$ cat config.mk
export PLATFORM = sky130hd
export DESIGN_NAME = cdma_shadow_seq
export DESIGN_NICKNAME = d
export VERILOG_FILES = /design/src/rtl/cdma_pkg.sv /design/src/rtl/cdma_stage_regs.sv /design/src/rtl/cdma_active_ptrs.sv /design/src/rtl/cdma_seq_fsm.sv /design/src/rtl/cdma_shadow_seq.sv
export SDC_FILE = /design/constraint.sdc
export NUM_CORES = 1
export LEC_CHECK = 0
export CORE_AREA = 5 5 232 234
export CTS_CLUSTER_SIZE = 8
export DETAILED_ROUTE_END_ITERATION = 8
export DIE_AREA = 0 0 237 239
export DONT_BUFFER_PORTS = 1
export PLACE_DENSITY = 0.44
export SYNTH_ARGS = -nofsm -noshare
export SYNTH_HDL_FRONTEND = slang
export SYNTH_SLANG_ARGS = --single-unit
$ cat constraint.sdc
create_clock -name clk -period 2.4 [get_ports clk]
set_input_delay 0.12 -clock clk [delete_from_list [all_inputs] [get_ports clk]]
set_output_delay 0.12 -clock clk [all_outputs]
set_load 0.02 [all_outputs]
$ cat src/rtl/cdma_pkg.sv
package cdma_pkg;

   // register word offsets
   localparam int unsigned REG_CTRL = 0;
   localparam int unsigned REG_SRC  = 1;
   localparam int unsigned REG_DST  = 2;
   localparam int unsigned REG_CNT  = 3;

   // control word bit positions
   localparam int unsigned CB_START = 0;
   localparam int unsigned CB_STOP  = 1;
   localparam int unsigned CB_CHAIN = 2;
   localparam int unsigned CB_FINAL = 3;

   typedef enum logic [2:0] {
      SQ_IDLE  = 3'd0,
      SQ_RD    = 3'd1,
      SQ_RWAIT = 3'd2,
      SQ_FEED  = 3'd3,
      SQ_COLL  = 3'd4,
      SQ_WR    = 3'd5,
      SQ_WWAIT = 3'd6,
      SQ_SEG   = 3'd7
   } seq_state_t;

endpackage

$ cat src/rtl/cdma_stage_regs.sv
module cdma_stage_regs
   import cdma_pkg::*;
#(
   parameter int unsigned ADDR_W     = 32,
   parameter int unsigned CNT_W      = 32,
   parameter int unsigned REG_AW     = 2,
   parameter int unsigned REG_DW     = 32,
   parameter int unsigned ALIGN_LSBS = 2
) (
   input  logic              clk,
   input  logic              rst_n,
   input  logic              wr_en,
   input  logic [REG_AW-1:0] wr_addr,
   input  logic [REG_DW-1:0] wr_data,
   output logic [ADDR_W-1:0] stg_src,
   output logic [ADDR_W-1:0] stg_dst,
   output logic [CNT_W-1:0]  stg_cnt,
   output logic              cmd_start,
   output logic              cmd_stop,
   output logic              cmd_chain,
   output logic              cmd_final
);

   localparam logic [REG_AW-1:0] A_CTRL = REG_AW'(REG_CTRL);
   localparam logic [REG_AW-1:0] A_SRC  = REG_AW'(REG_SRC);
   localparam logic [REG_AW-1:0] A_DST  = REG_AW'(REG_DST);
   localparam logic [REG_AW-1:0] A_CNT  = REG_AW'(REG_CNT);

   logic [ADDR_W-1:0] wr_ptr;

   // pointer alignment variant
   generate
      if (ALIGN_LSBS > 0) begin : g_align
         assign wr_ptr = {wr_data[ADDR_W-1:ALIGN_LSBS], {ALIGN_LSBS{1'b0}}};
      end else begin : g_noalign
         assign wr_ptr = wr_data[ADDR_W-1:0];
      end
   endgenerate

   always_ff @(posedge clk or negedge rst_n) begin
      if (!rst_n) begin
         stg_src <= '0;
         stg_dst <= '0;
         stg_cnt <= '0;
      end else if (wr_en) begin
         if (wr_addr == A_SRC) stg_src <= wr_ptr;
         if (wr_addr == A_DST) stg_dst <= wr_ptr;
         if (wr_addr == A_CNT) stg_cnt <= wr_data[CNT_W-1:0];
      end
   end

   // control bits are commands: they act in the write cycle and hold nothing
   logic ctrl_hit;
   assign ctrl_hit  = wr_en && (wr_addr == A_CTRL);
   assign cmd_start = ctrl_hit && wr_data[CB_START];
   assign cmd_stop  = ctrl_hit && wr_data[CB_STOP];
   assign cmd_chain = ctrl_hit && wr_data[CB_CHAIN];
   assign cmd_final = ctrl_hit && wr_data[CB_FINAL];

endmodule

$ cat src/rtl/cdma_active_ptrs.sv
module cdma_active_ptrs #(
   parameter int unsigned ADDR_W    = 32,
   parameter int unsigned CNT_W     = 32,
   parameter int unsigned BLK_BYTES = 16
) (
   input  logic              clk,
   input  logic              rst_n,
   input  logic              load,
   input  logic [ADDR_W-1:0] ld_src,
   input  logic [ADDR_W-1:0] ld_dst,
   input  logic [CNT_W-1:0]  ld_cnt,
   input  logic              adv_src,
   input  logic              adv_dst,
   input  logic              consume,
   output logic [ADDR_W-1:0] act_src,
   output logic [ADDR_W-1:0] act_dst,
   output logic              rem_last,
   output logic              rem_zero
);

   localparam logic [ADDR_W-1:0] STEP_A = ADDR_W'(BLK_BYTES);
   localparam logic [CNT_W-1:0]  STEP_C = CNT_W'(BLK_BYTES);

   logic [CNT_W-1:0] act_rem;

   always_ff @(posedge clk or negedge rst_n) begin
      if (!rst_n) begin
         act_src <= '0;
         act_dst <= '0;
         act_rem <= '0;
      end else if (load) begin
         act_src <= ld_src;
         act_dst <= ld_dst;
         act_rem <= ld_cnt;
      end else begin
         if (adv_src) act_src <= act_src + STEP_A;
         if (adv_dst) act_dst <= act_dst + STEP_A;
         if (consume) act_rem <= rem_last ? '0 : act_rem - STEP_C;
      end
   end

   assign rem_last = (act_rem <= STEP_C);
   assign rem_zero = (act_rem == '0);


   rem_down_chk: assert property (@(posedge clk) disable iff (!rst_n)
      !load |=> (act_rem <= $past(act_rem)));


   rem_sat_chk: assert property (@(posedge clk) disable iff (!rst_n)
      (consume && !load && rem_last) |=> rem_zero);

endmodule

$ cat src/rtl/cdma_seq_fsm.sv
module cdma_seq_fsm
   import cdma_pkg::*;
#(
   parameter int unsigned ADDR_W    = 32,
   parameter int unsigned BLK_BYTES = 16,
   localparam int unsigned BLK_W    = BLK_BYTES * 8
) (
   input  logic              clk,
   input  logic              rst_n,
   input  logic              cmd_start,
   input  logic              cmd_stop,
   input  logic              cmd_chain,
   input  logic              cmd_final,
   input  logic              cnt_is_zero,
   input  logic [ADDR_W-1:0] act_src,
   input  logic [ADDR_W-1:0] act_dst,
   input  logic              rem_last,
   input  logic              rem_zero,
   output logic              load,
   output logic              adv_src,
   output logic              adv_dst,
   output logic              consume,
   output logic              mem_req_valid,
   input  logic              mem_req_ready,
   output logic              mem_req_write,
   output logic [ADDR_W-1:0] mem_req_addr,
   output logic [BLK_W-1:0]  mem_req_data,
   input  logic              mem_rsp_valid,
   input  logic [BLK_W-1:0]  mem_rsp_data,
   input  logic              mem_rsp_err,
   output logic              core_in_valid,
   input  logic              core_in_ready,
   output logic [BLK_W-1:0]  core_in_data,
   input  logic              core_out_valid,
   output logic              core_out_ready,
   input  logic [BLK_W-1:0]  core_out_data,
   output logic              core_job_start,
   output logic              core_abort,
   output logic              busy,
   output logic              seg_fed,
   output logic              cnt_err,
   output logic              bus_err
);

   seq_state_t       state;
   logic [BLK_W-1:0] blk_q;
   logic             final_q;
   logic             waiting;
   logic             stop_hit;
   logic             err_hit;
   logic             rsp_ok;

   assign waiting  = (state == SQ_RWAIT) || (state == SQ_WWAIT);
   assign stop_hit = cmd_stop && (state != SQ_IDLE);
   assign err_hit  = waiting && mem_rsp_valid && mem_rsp_err;
   assign rsp_ok   = mem_rsp_valid && !mem_rsp_err;

   assign load = cmd_start && !cnt_is_zero &&
                 ((state == SQ_IDLE) || ((state == SQ_SEG) && !cmd_stop));
   assign core_job_start = load && (state == SQ_IDLE);
   assign core_abort     = stop_hit || err_hit;

   assign adv_src = (state == SQ_RWAIT) && rsp_ok && !cmd_stop;
   assign adv_dst = (state == SQ_WWAIT) && rsp_ok && !cmd_stop;
   assign consume = (state == SQ_FEED) && core_in_ready && !cmd_stop;
   assign seg_fed = consume && rem_last;

   assign mem_req_valid  = (state == SQ_RD) || (state == SQ_WR);
   assign mem_req_write  = (state == SQ_WR);
   assign mem_req_addr   = (state == SQ_WR) ? act_dst : act_src;
   assign mem_req_data   = blk_q;
   assign core_in_valid  = (state == SQ_FEED);
   assign core_in_data   = blk_q;
   assign core_out_ready = (state == SQ_COLL);
   assign busy           = (state != SQ_IDLE);

   always_ff @(posedge clk or negedge rst_n) begin
      if (!rst_n) begin
         state   <= SQ_IDLE;
         blk_q   <= '0;
         final_q <= 1'b0;
         cnt_err <= 1'b0;
         bus_err <= 1'b0;
      end else begin
         if (err_hit) bus_err <= 1'b1;
         if (stop_hit) begin
            state <= SQ_IDLE;
         end else begin
            unique case (state)
               SQ_IDLE: if (cmd_start) begin
                  if (cnt_is_zero) begin
                     cnt_err <= 1'b1;
                  end else begin
                     cnt_err <= 1'b0;
                     bus_err <= 1'b0;
                     final_q <= cmd_final || !cmd_chain;
                     state   <= SQ_RD;
                  end
               end
               SQ_SEG: if (cmd_start) begin
                  if (cnt_is_zero) begin
                     cnt_err <= 1'b1;
                  end else begin
                     cnt_err <= 1'b0;
                     final_q <= cmd_final;
                     state   <= SQ_RD;
                  end
               end
               SQ_RD:    if (mem_req_ready) state <= SQ_RWAIT;
               SQ_RWAIT: if (mem_rsp_valid) begin
                  if (mem_rsp_err) begin
                     state <= SQ_IDLE;
                  end else begin
                     blk_q <= mem_rsp_data;
                     state <= SQ_FEED;
                  end
               end
               SQ_FEED:  if (core_in_ready) state <= SQ_COLL;
               SQ_COLL:  if (core_out_valid) begin
                  blk_q <= core_out_data;
                  state <= SQ_WR;
               end
               SQ_WR:    if (mem_req_ready) state <= SQ_WWAIT;
               SQ_WWAIT: if (mem_rsp_valid) begin
                  if (mem_rsp_err)  state <= SQ_IDLE;
                  else if (!rem_zero) state <= SQ_RD;
                  else if (final_q) state <= SQ_IDLE;
                  else              state <= SQ_SEG;
               end
               default: state <= SQ_IDLE;
            endcase
         end
      end
   end


   idle_quiet_chk: assert property (@(posedge clk) disable iff (!rst_n)
      (state == SQ_IDLE) |-> (!mem_req_valid && !core_in_valid));


   cnt_zero_chk: assert property (@(posedge clk) disable iff (!rst_n)
      ((state == SQ_IDLE) && cmd_start && cnt_is_zero) |=> (!busy && cnt_err));


   busy_rise_chk: assert property (@(posedge clk) disable iff (!rst_n)
      ((state == SQ_IDLE) && load) |=> busy);


   bus_stop_chk: assert property (@(posedge clk) disable iff (!rst_n)
      err_hit |=> (!busy && bus_err));


   stop_drop_chk: assert property (@(posedge clk) disable iff (!rst_n)
      stop_hit |=> !busy);


   wr_after_rd_chk: assert property (@(posedge clk) disable iff (!rst_n)
      (mem_req_valid && mem_req_write) |-> !core_in_valid);

endmodule

$ cat src/rtl/cdma_shadow_seq.sv
module cdma_shadow_seq
   import cdma_pkg::*;
#(
   parameter int unsigned ADDR_W     = 32,
   parameter int unsigned CNT_W      = 32,
   parameter int unsigned BLK_BYTES  = 16,
   parameter int unsigned REG_AW     = 2,
   parameter int unsigned REG_DW     = 32,
   parameter int unsigned ALIGN_LSBS = 2
) (
   input  logic                   clk,
   input  logic                   rst_n,
   input  logic                   reg_wr_en,
   input  logic [REG_AW-1:0]      reg_addr,
   input  logic [REG_DW-1:0]      reg_wdata,
   output logic                   mem_req_valid,
   input  logic                   mem_req_ready,
   output logic                   mem_req_write,
   output logic [ADDR_W-1:0]      mem_req_addr,
   output logic [BLK_BYTES*8-1:0] mem_req_data,
   input  logic                   mem_rsp_valid,
   input  logic [BLK_BYTES*8-1:0] mem_rsp_data,
   input  logic                   mem_rsp_err,
   output logic                   core_in_valid,
   input  logic                   core_in_ready,
   output logic [BLK_BYTES*8-1:0] core_in_data,
   input  logic                   core_out_valid,
   output logic                   core_out_ready,
   input  logic [BLK_BYTES*8-1:0] core_out_data,
   output logic                   core_job_start,
   output logic                   core_abort,
   output logic                   busy,
   output logic                   seg_fed,
   output logic                   cnt_err,
   output logic                   bus_err
);

   // elaboration-time parameter checks
   generate
      if (ADDR_W > REG_DW || CNT_W > REG_DW)
         $error("pointer or count wider than the register word");
      if (BLK_BYTES < 4 || (BLK_BYTES & (BLK_BYTES - 1)) != 0)
         $error("block size must be a power of two, at least 4");
      if (REG_AW < 2)
         $error("register offset needs at least 2 bits");
      if (ALIGN_LSBS >= ADDR_W || (1 << ALIGN_LSBS) > BLK_BYTES)
         $error("alignment exceeds the block size");
   endgenerate

   logic [ADDR_W-1:0] stg_src, stg_dst, act_src, act_dst;
   logic [CNT_W-1:0]  stg_cnt;
   logic cmd_start, cmd_stop, cmd_chain, cmd_final;
   logic load, adv_src, adv_dst, consume, rem_last, rem_zero;

   cdma_stage_regs #(
      .ADDR_W(ADDR_W), .CNT_W(CNT_W), .REG_AW(REG_AW),
      .REG_DW(REG_DW), .ALIGN_LSBS(ALIGN_LSBS)
   ) stage_i (
      .clk(clk), .rst_n(rst_n),
      .wr_en(reg_wr_en), .wr_addr(reg_addr), .wr_data(reg_wdata),
      .stg_src(stg_src), .stg_dst(stg_dst), .stg_cnt(stg_cnt),
      .cmd_start(cmd_start), .cmd_stop(cmd_stop),
      .cmd_chain(cmd_chain), .cmd_final(cmd_final)
   );

   cdma_active_ptrs #(
      .ADDR_W(ADDR_W), .CNT_W(CNT_W), .BLK_BYTES(BLK_BYTES)
   ) active_i (
      .clk(clk), .rst_n(rst_n),
      .load(load), .ld_src(stg_src), .ld_dst(stg_dst), .ld_cnt(stg_cnt),
      .adv_src(adv_src), .adv_dst(adv_dst), .consume(consume),
      .act_src(act_src), .act_dst(act_dst),
      .rem_last(rem_last), .rem_zero(rem_zero)
   );

   cdma_seq_fsm #(
      .ADDR_W(ADDR_W), .BLK_BYTES(BLK_BYTES)
   ) fsm_i (
      .clk(clk), .rst_n(rst_n),
      .cmd_start(cmd_start), .cmd_stop(cmd_stop),
      .cmd_chain(cmd_chain), .cmd_final(cmd_final),
      .cnt_is_zero(stg_cnt == '0),
      .act_src(act_src), .act_dst(act_dst),
      .rem_last(rem_last), .rem_zero(rem_zero),
      .load(load), .adv_src(adv_src), .adv_dst(adv_dst), .consume(consume),
      .mem_req_valid(mem_req_valid), .mem_req_ready(mem_req_ready),
      .mem_req_write(mem_req_write), .mem_req_addr(mem_req_addr),
      .mem_req_data(mem_req_data), .mem_rsp_valid(mem_rsp_valid),
      .mem_rsp_data(mem_rsp_data), .mem_rsp_err(mem_rsp_err),
      .core_in_valid(core_in_valid), .core_in_ready(core_in_ready),
      .core_in_data(core_in_data), .core_out_valid(core_out_valid),
      .core_out_ready(core_out_ready), .core_out_data(core_out_data),
      .core_job_start(core_job_start), .core_abort(core_abort),
      .busy(busy), .seg_fed(seg_fed), .cnt_err(cnt_err), .bus_err(bus_err)
   );


   req_align_chk: assert property (@(posedge clk) disable iff (!rst_n)
      mem_req_valid |-> (mem_req_addr[1:0] == 2'b00));

endmodule

* Yosys cells after proc, flatten, opt, wreduce, memory -nomap -nowiden *
Index checks and enable logic that the tools add are counted.

storage, ports and cells
  output and inout bits = 298
  flip-flop bits (word level) = 322

cells by class
  add/subtract/negate cells = 3
  reductions and logical operators = 47
  eq/ne operators = 25
  bitwise operators = 1
  muxes and demuxes = 37
  order comparisons = 1

operators with widths
  operator                                                number
  two-way mux 128 bit                                     3
  two-way mux 32 bit                                      8
  case mux 128 bit (2 select lines)                       1
  adder 32 x 5 -> 32 bit (second input constant)          2
  logical NOT 32 bit                                      2
  two-way mux 3 bit                                       12
  <= comparator 32 x 5 -> 1 bit (second input constant)   1
  subtractor 32 x 5 -> 32 bit (second input constant)     1
  case mux 3 bit (7 select lines)                         1
  logical AND 1 bit                                       20
  inequality test 3 x 2 -> 1 bit (second input constant)  5
  equality test 3 bit (second input constant)             4
  two-way mux 1 bit                                       10
  inequality test 2 bit (second input constant)           5
  nonzero test 2 bit                                      5
  AND reduction 8 bit                                     1
  equality test 3 x 2 -> 1 bit (second input constant)    2
  inequality test 3 x 1 -> 1 bit (second input constant)  2
  AND reduction 2 bit                                     3
  AND reduction 6 bit                                     1
  logical OR 1 bit                                        5
  AND reduction 5 bit                                     1
  equality test 2 bit (second input constant)             2
  logical NOT 1 bit                                       4
  12 further kinds                                        13

* Depth between registers and ports, before layout *
  depth in word-level cells = 9
  gate-level depth with buffers = 10
  mapped depth without buffers = 8

* Hierarchy *
A second synthesis with hierarchy kept.

second synthesis, totals
  cells, all modules = 1585
  area, all modules = 16627.2 µm²

by module, submodules not included
  module            seq. area each (µm²)  area an instance (µm²)  times used  cells each
  cdma_seq_fsm      3353.2                7743.7                  1           791
  cdma_active_ptrs  2402.3                5341.4                  1           577
  cdma_stage_regs   2302.2                3469.6                  1           206
  cdma_shadow_seq   0.0                   72.6                    1           11

* Least setup slack after synthesis *
No wires, ideal clock.

  path type = register to register
  start point = register active_i.act_rem[15]
  end point = register active_i.act_rem[12]
  cell stages (with the launch flop) = 9
  buffers on the path = 2
  arrival time = 2.466 ns
  required time = 2.274 ns
  slack = -0.192 ns
  period minus slack after synthesis = 2.592 ns
  library setup time = 0.126 ns
  cells stage by stage = dfrtp_1 > or4_4 > or4_4 > buf_6 > nor4_4 > or2b_1 > buf_6 > o21ai_2 > a221o_1

between the ends
  longest elaborated chain between the ends = 4

ends and longest elaborated chain
  item                              RTL line                RTL
  start: declaration                cdma_active_ptrs.sv:24  logic [CNT_W-1:0] act_rem;
  start signal: assignment          cdma_active_ptrs.sv:34  act_rem <= ld_cnt;
  start signal: assignment          cdma_active_ptrs.sv:38  if (consume) act_rem <= rem_last ? '0 : act_rem - STEP_C;
  <= comparator 32 x 5 -> 1 bit     cdma_active_ptrs.sv:42  assign rem_last = (act_rem <= STEP_C);
  two-way mux 32 bit (2 in series)  cdma_active_ptrs.sv:38
  two-way mux 32 bit                cdma_active_ptrs.sv:31  end else if (load) begin

No other way between the ends. The select of a mux whose other input is x is not followed.
A chain may end at the register's enable or synchronous reset.

* Worst setup path in the final report *
  start point = register active_i.act_rem[22]
  end point = output port seg_fed

between the ends
  longest elaborated chain between the ends = 2

ends and longest elaborated chain
  item                           RTL line                RTL
  <= comparator 32 x 5 -> 1 bit  cdma_active_ptrs.sv:42
  logical AND 1 bit              cdma_seq_fsm.sv:66      assign seg_fed = consume && rem_last;
  end: declaration               cdma_shadow_seq.sv:33   output logic seg_fed,

No other way between the ends.

==> metrics <==
worst setup slack after layout=-0.231 ns; Worst R2R Path Depth=8; Largest delay share family, worst path=simple AND/OR/NAND/NOR gates; slew margin rel.=0.435; Distinct cells, synth=62; EDFF count, synth=0; status=complete, but fails checks; Die W=237 um; synthesis-to-layout area growth=33.1%; IO Pins=596; Critical Path Sink Type=output port; Top FF cell, synth=dfrtp_1; worst-case clock skew=0.0200 ns; Peak Freq=380 MHz; row cnt=84; Leakage=8.74 nW; pin count of the biggest net entering global routing=319; clock sink total=318; WL per Instance=29.6 um; CP Depth=5; DR vias=13700; unrepaired setup endpoints after global routing=true; share of layout cells above drive strength 1=0.193; FF+latch count, synth=318; Skew-Pair Late Insertion Delay=0.58 ns; 1st-iter DRT viols=1036; register area share after synthesis=0.489; worst path cell trace=or4_4, or4_4, nor3_4, and2_4, buf_6; Die Area=56600 um2; Worst-Margin Slew=0.847 ns; clock period minus worst slack=2.63 ns; fillers=5018; startpoint type of the worst setup path=flip-flop; Mapped Cells=1594; Post-CTS Hold Buffers=295; die height=239 um; DRC violations left=0; CTS tree=yes; Final Cycle Share=1.10; Layout Utilization=0.418; max incr delay on CP=0.56 ns; Pwr Density=1210 nW/um2; drt first pass iters=5; Max IR drop VDD=557 uV; first-pass GRT wire length=106 mm; CTS HTree Levels=2; Clock Tree Root=clkbuf_16; Port-buffer cells=0; Clock Tree Buf Depth=3; # Max-Cap Violations=0; post-route ant nets=0; Num CTS Buffers=46; ys async rst share=1.00; routability congestion estimate from global placement=1.02; Yosys warning count=0; initial antenna violation count=24; worst hold-check path type=in2async; failing checks=hold timing, setup timing; final net count=2170; Overall Power=26.1 mW; setup violators final=18; DR vias/cell=5.35; Total Routing Usage GR=0.255; CP max-delay cell=or4_4; Data arrival, critical path=2.51 ns; crit-path max FO=2; final hold slack=-0.769 ns; vias in the first global route=13700; CP bufs+invs=1; GR Overflow Total=0; final WL=76.0 mm; clock slew at reported path FFs=0.05 ns; Mapped Area=16300 um2; Syn Area/Cell=10.2 um2; CORE AREA=51800 um2; CP required=2.28 ns; CP Class=reg2out; Slew Limit Fails=0; DP HPWL=57.7 mm; CP dominant cell by count=or4_4; Starting Density=0.314; Fin. Hold Viols=318
-- cells in the mapped netlist (3+ instances only) --
master     instances  area share
xnor2_1           18      0.0097
buf_4            131       0.060
nor4_1            23      0.0088
o21ai_0           60       0.018
a211oi_1           4      0.0018
nand2b_1           7      0.0027
a21oi_1          147       0.045
a22o_1             4      0.0022
nand2_1          122       0.028
nand3b_1           4      0.0018
nor3_1            20      0.0062
dfrtp_1          318        0.49
o311ai_0           6      0.0032
or3_1              5      0.0019
mux2i_1          132       0.081
o211ai_1           6      0.0028
a21o_1             4      0.0018
and4_1             4      0.0022
a22oi_1            6      0.0028
a32oi_1            3      0.0016
nor3b_1            3      0.0014
buf_1             18      0.0042
o31ai_1            6      0.0028
a221o_1           12      0.0074
nand3_1           26      0.0080
and2_1             4      0.0015
nand4_1           23      0.0088
a221oi_1           3      0.0016
nor2_1           178       0.041
mux2_2           121       0.084
or4_1              5      0.0023
clkbuf_1          64       0.015
o21ai_1            7      0.0022
ha_1               5      0.0038
inv_1             17      0.0039
a2111oi_0          3      0.0016
a31oi_1            6      0.0023
and3_1            10      0.0038
xor2_1            29       0.016
buf_2              3     0.00092
-- registers in the layout, indices dropped and copies added, names as in the netlist --
register and flops:
fsm_i.core_in_data 128, active_i.act_rem 32, stage_i.stg_cnt 32, active_i.act_dst 30, active_i.act_src 30, stage_i.stg_dst 30, stage_i.stg_src 30, fsm_i.state 3
fsm_i.bus_err 1, fsm_i.cnt_err 1, fsm_i.final_q 1
-- path summary, 6_finish.rpt --
kind,to,slack (ns),from
max,seg_fed,-0.23,active_i.act_rem[22]
min,stage_i.stg_src[7],-0.77,rst_n
max reg2reg,active_i.act_rem[12],-0.18,active_i.act_rem[22]
min reg2reg,active_i.act_src[16],0.46,stage_i.stg_src[16]
max in group asynchronous,fsm_i.core_in_data[114],2.45,rst_n
min in group clk,fsm_i.state[1],0.05,mem_rsp_err
-- worst reg2reg max path, cell delays in order, from the launching register on --
cell	delay, ns
dfrtp_1	0.38
or4_4	0.54
or4_4	0.56
buf_4	0.16
buf_6	0.12
nor4_4	0.14
or2b_4	0.21
o21ai_2	0.07
a221o_1	0.29
-- cells by family after synthesis --
kind of cell / after synthesis / share of synthesized area
other cells: 1 / 0.000231
fa+ha+maj: 5 / 0.00385
simple gates: 445 / 0.126
buf+inv: 235 / 0.0856
mux: 253 / 0.165
xor+xnor: 47 / 0.0253
compound gates: 290 / 0.105
flops: 318 / 0.489
-- metal layers --
layer	GRT usage	wire (um)	share of wire
met4	0.0637	1770	0.023
met1	0.330	31300	0.41
met2	0.405	35500	0.47
met3	0.0967	7110	0.094
met5	0.0143	302	0.0040
-- area by class of cell --
class / instances / area [um2] / area share
Antenna cell: 8 / 20.0 / 0.000925
Clock buffer: 50 / 1200 / 0.0553
Clock inverter: 4 / 63.8 / 0.00295
Inverter: 17 / 63.8 / 0.00295
Multi-Input combinational cell: 1043 / 7140 / 0.330
Sequential cell: 318 / 7960 / 0.368
Tap cell: 688 / 861 / 0.0398
Timing Repair Buffer: 441 / 4340 / 0.200
-- where the power goes --
part           switching (mW)  internal, mW
combinational            3.52          3.29
clock                    2.47          3.50
sequential               5.98          7.39
-- cells in the final DEF, fill, tap and decap left out, drive strengths merged, types with 5 or more instances in the layout --
master / instances
nand3: 26
or4: 7
o211ai: 6
or3: 5
o21ai: 68
a22oi: 6
ha: 5
o311ai: 6
nand2: 122
inv: 19
and3: 10
clkbuf: 53
mux2: 121
a31oi: 6
a221o: 12
buf: 143
a21oi: 147
nor4: 25
xnor2: 18
o31ai: 6
nor3: 20
dlygate4sd3: 295
nand4: 23
nor2: 178
diode: 8
nand2b: 8
dfrtp: 318
mux2i: 132
xor2: 29
-- what timing repair did --
| action | in CTS | in global routing |
|---|---|---|
| gates cloned | 1 | 3 |
| gates resized for setup | 31 | 24 |
| setup endpoints to repair | 16 | 83 |
| pin swaps | 11 | 14 |
| setup buffers | 8 | 9 |
| hold endpoints to repair | 547 | 318 |
-- metrics by stage --
stage,setup slack [ns],instances,hold WS [ns],setup TNS [ns],area [um2]
floorplan,-0.0773,1595,-0.176,-0.0773,16300
global placement,-0.0489,2193,-0.162,-0.0638,17000
detailed placement,-0.0361,2193,-0.162,-0.260,17000
CTS,-0.294,2550,-0.800,-2.16,21400
global route,-0.278,2565,-0.807,-3.40,21600
finish,-0.231,2569,-0.769,-1.84,21600
Note: power is estimated with default switching activity, not from simulation.
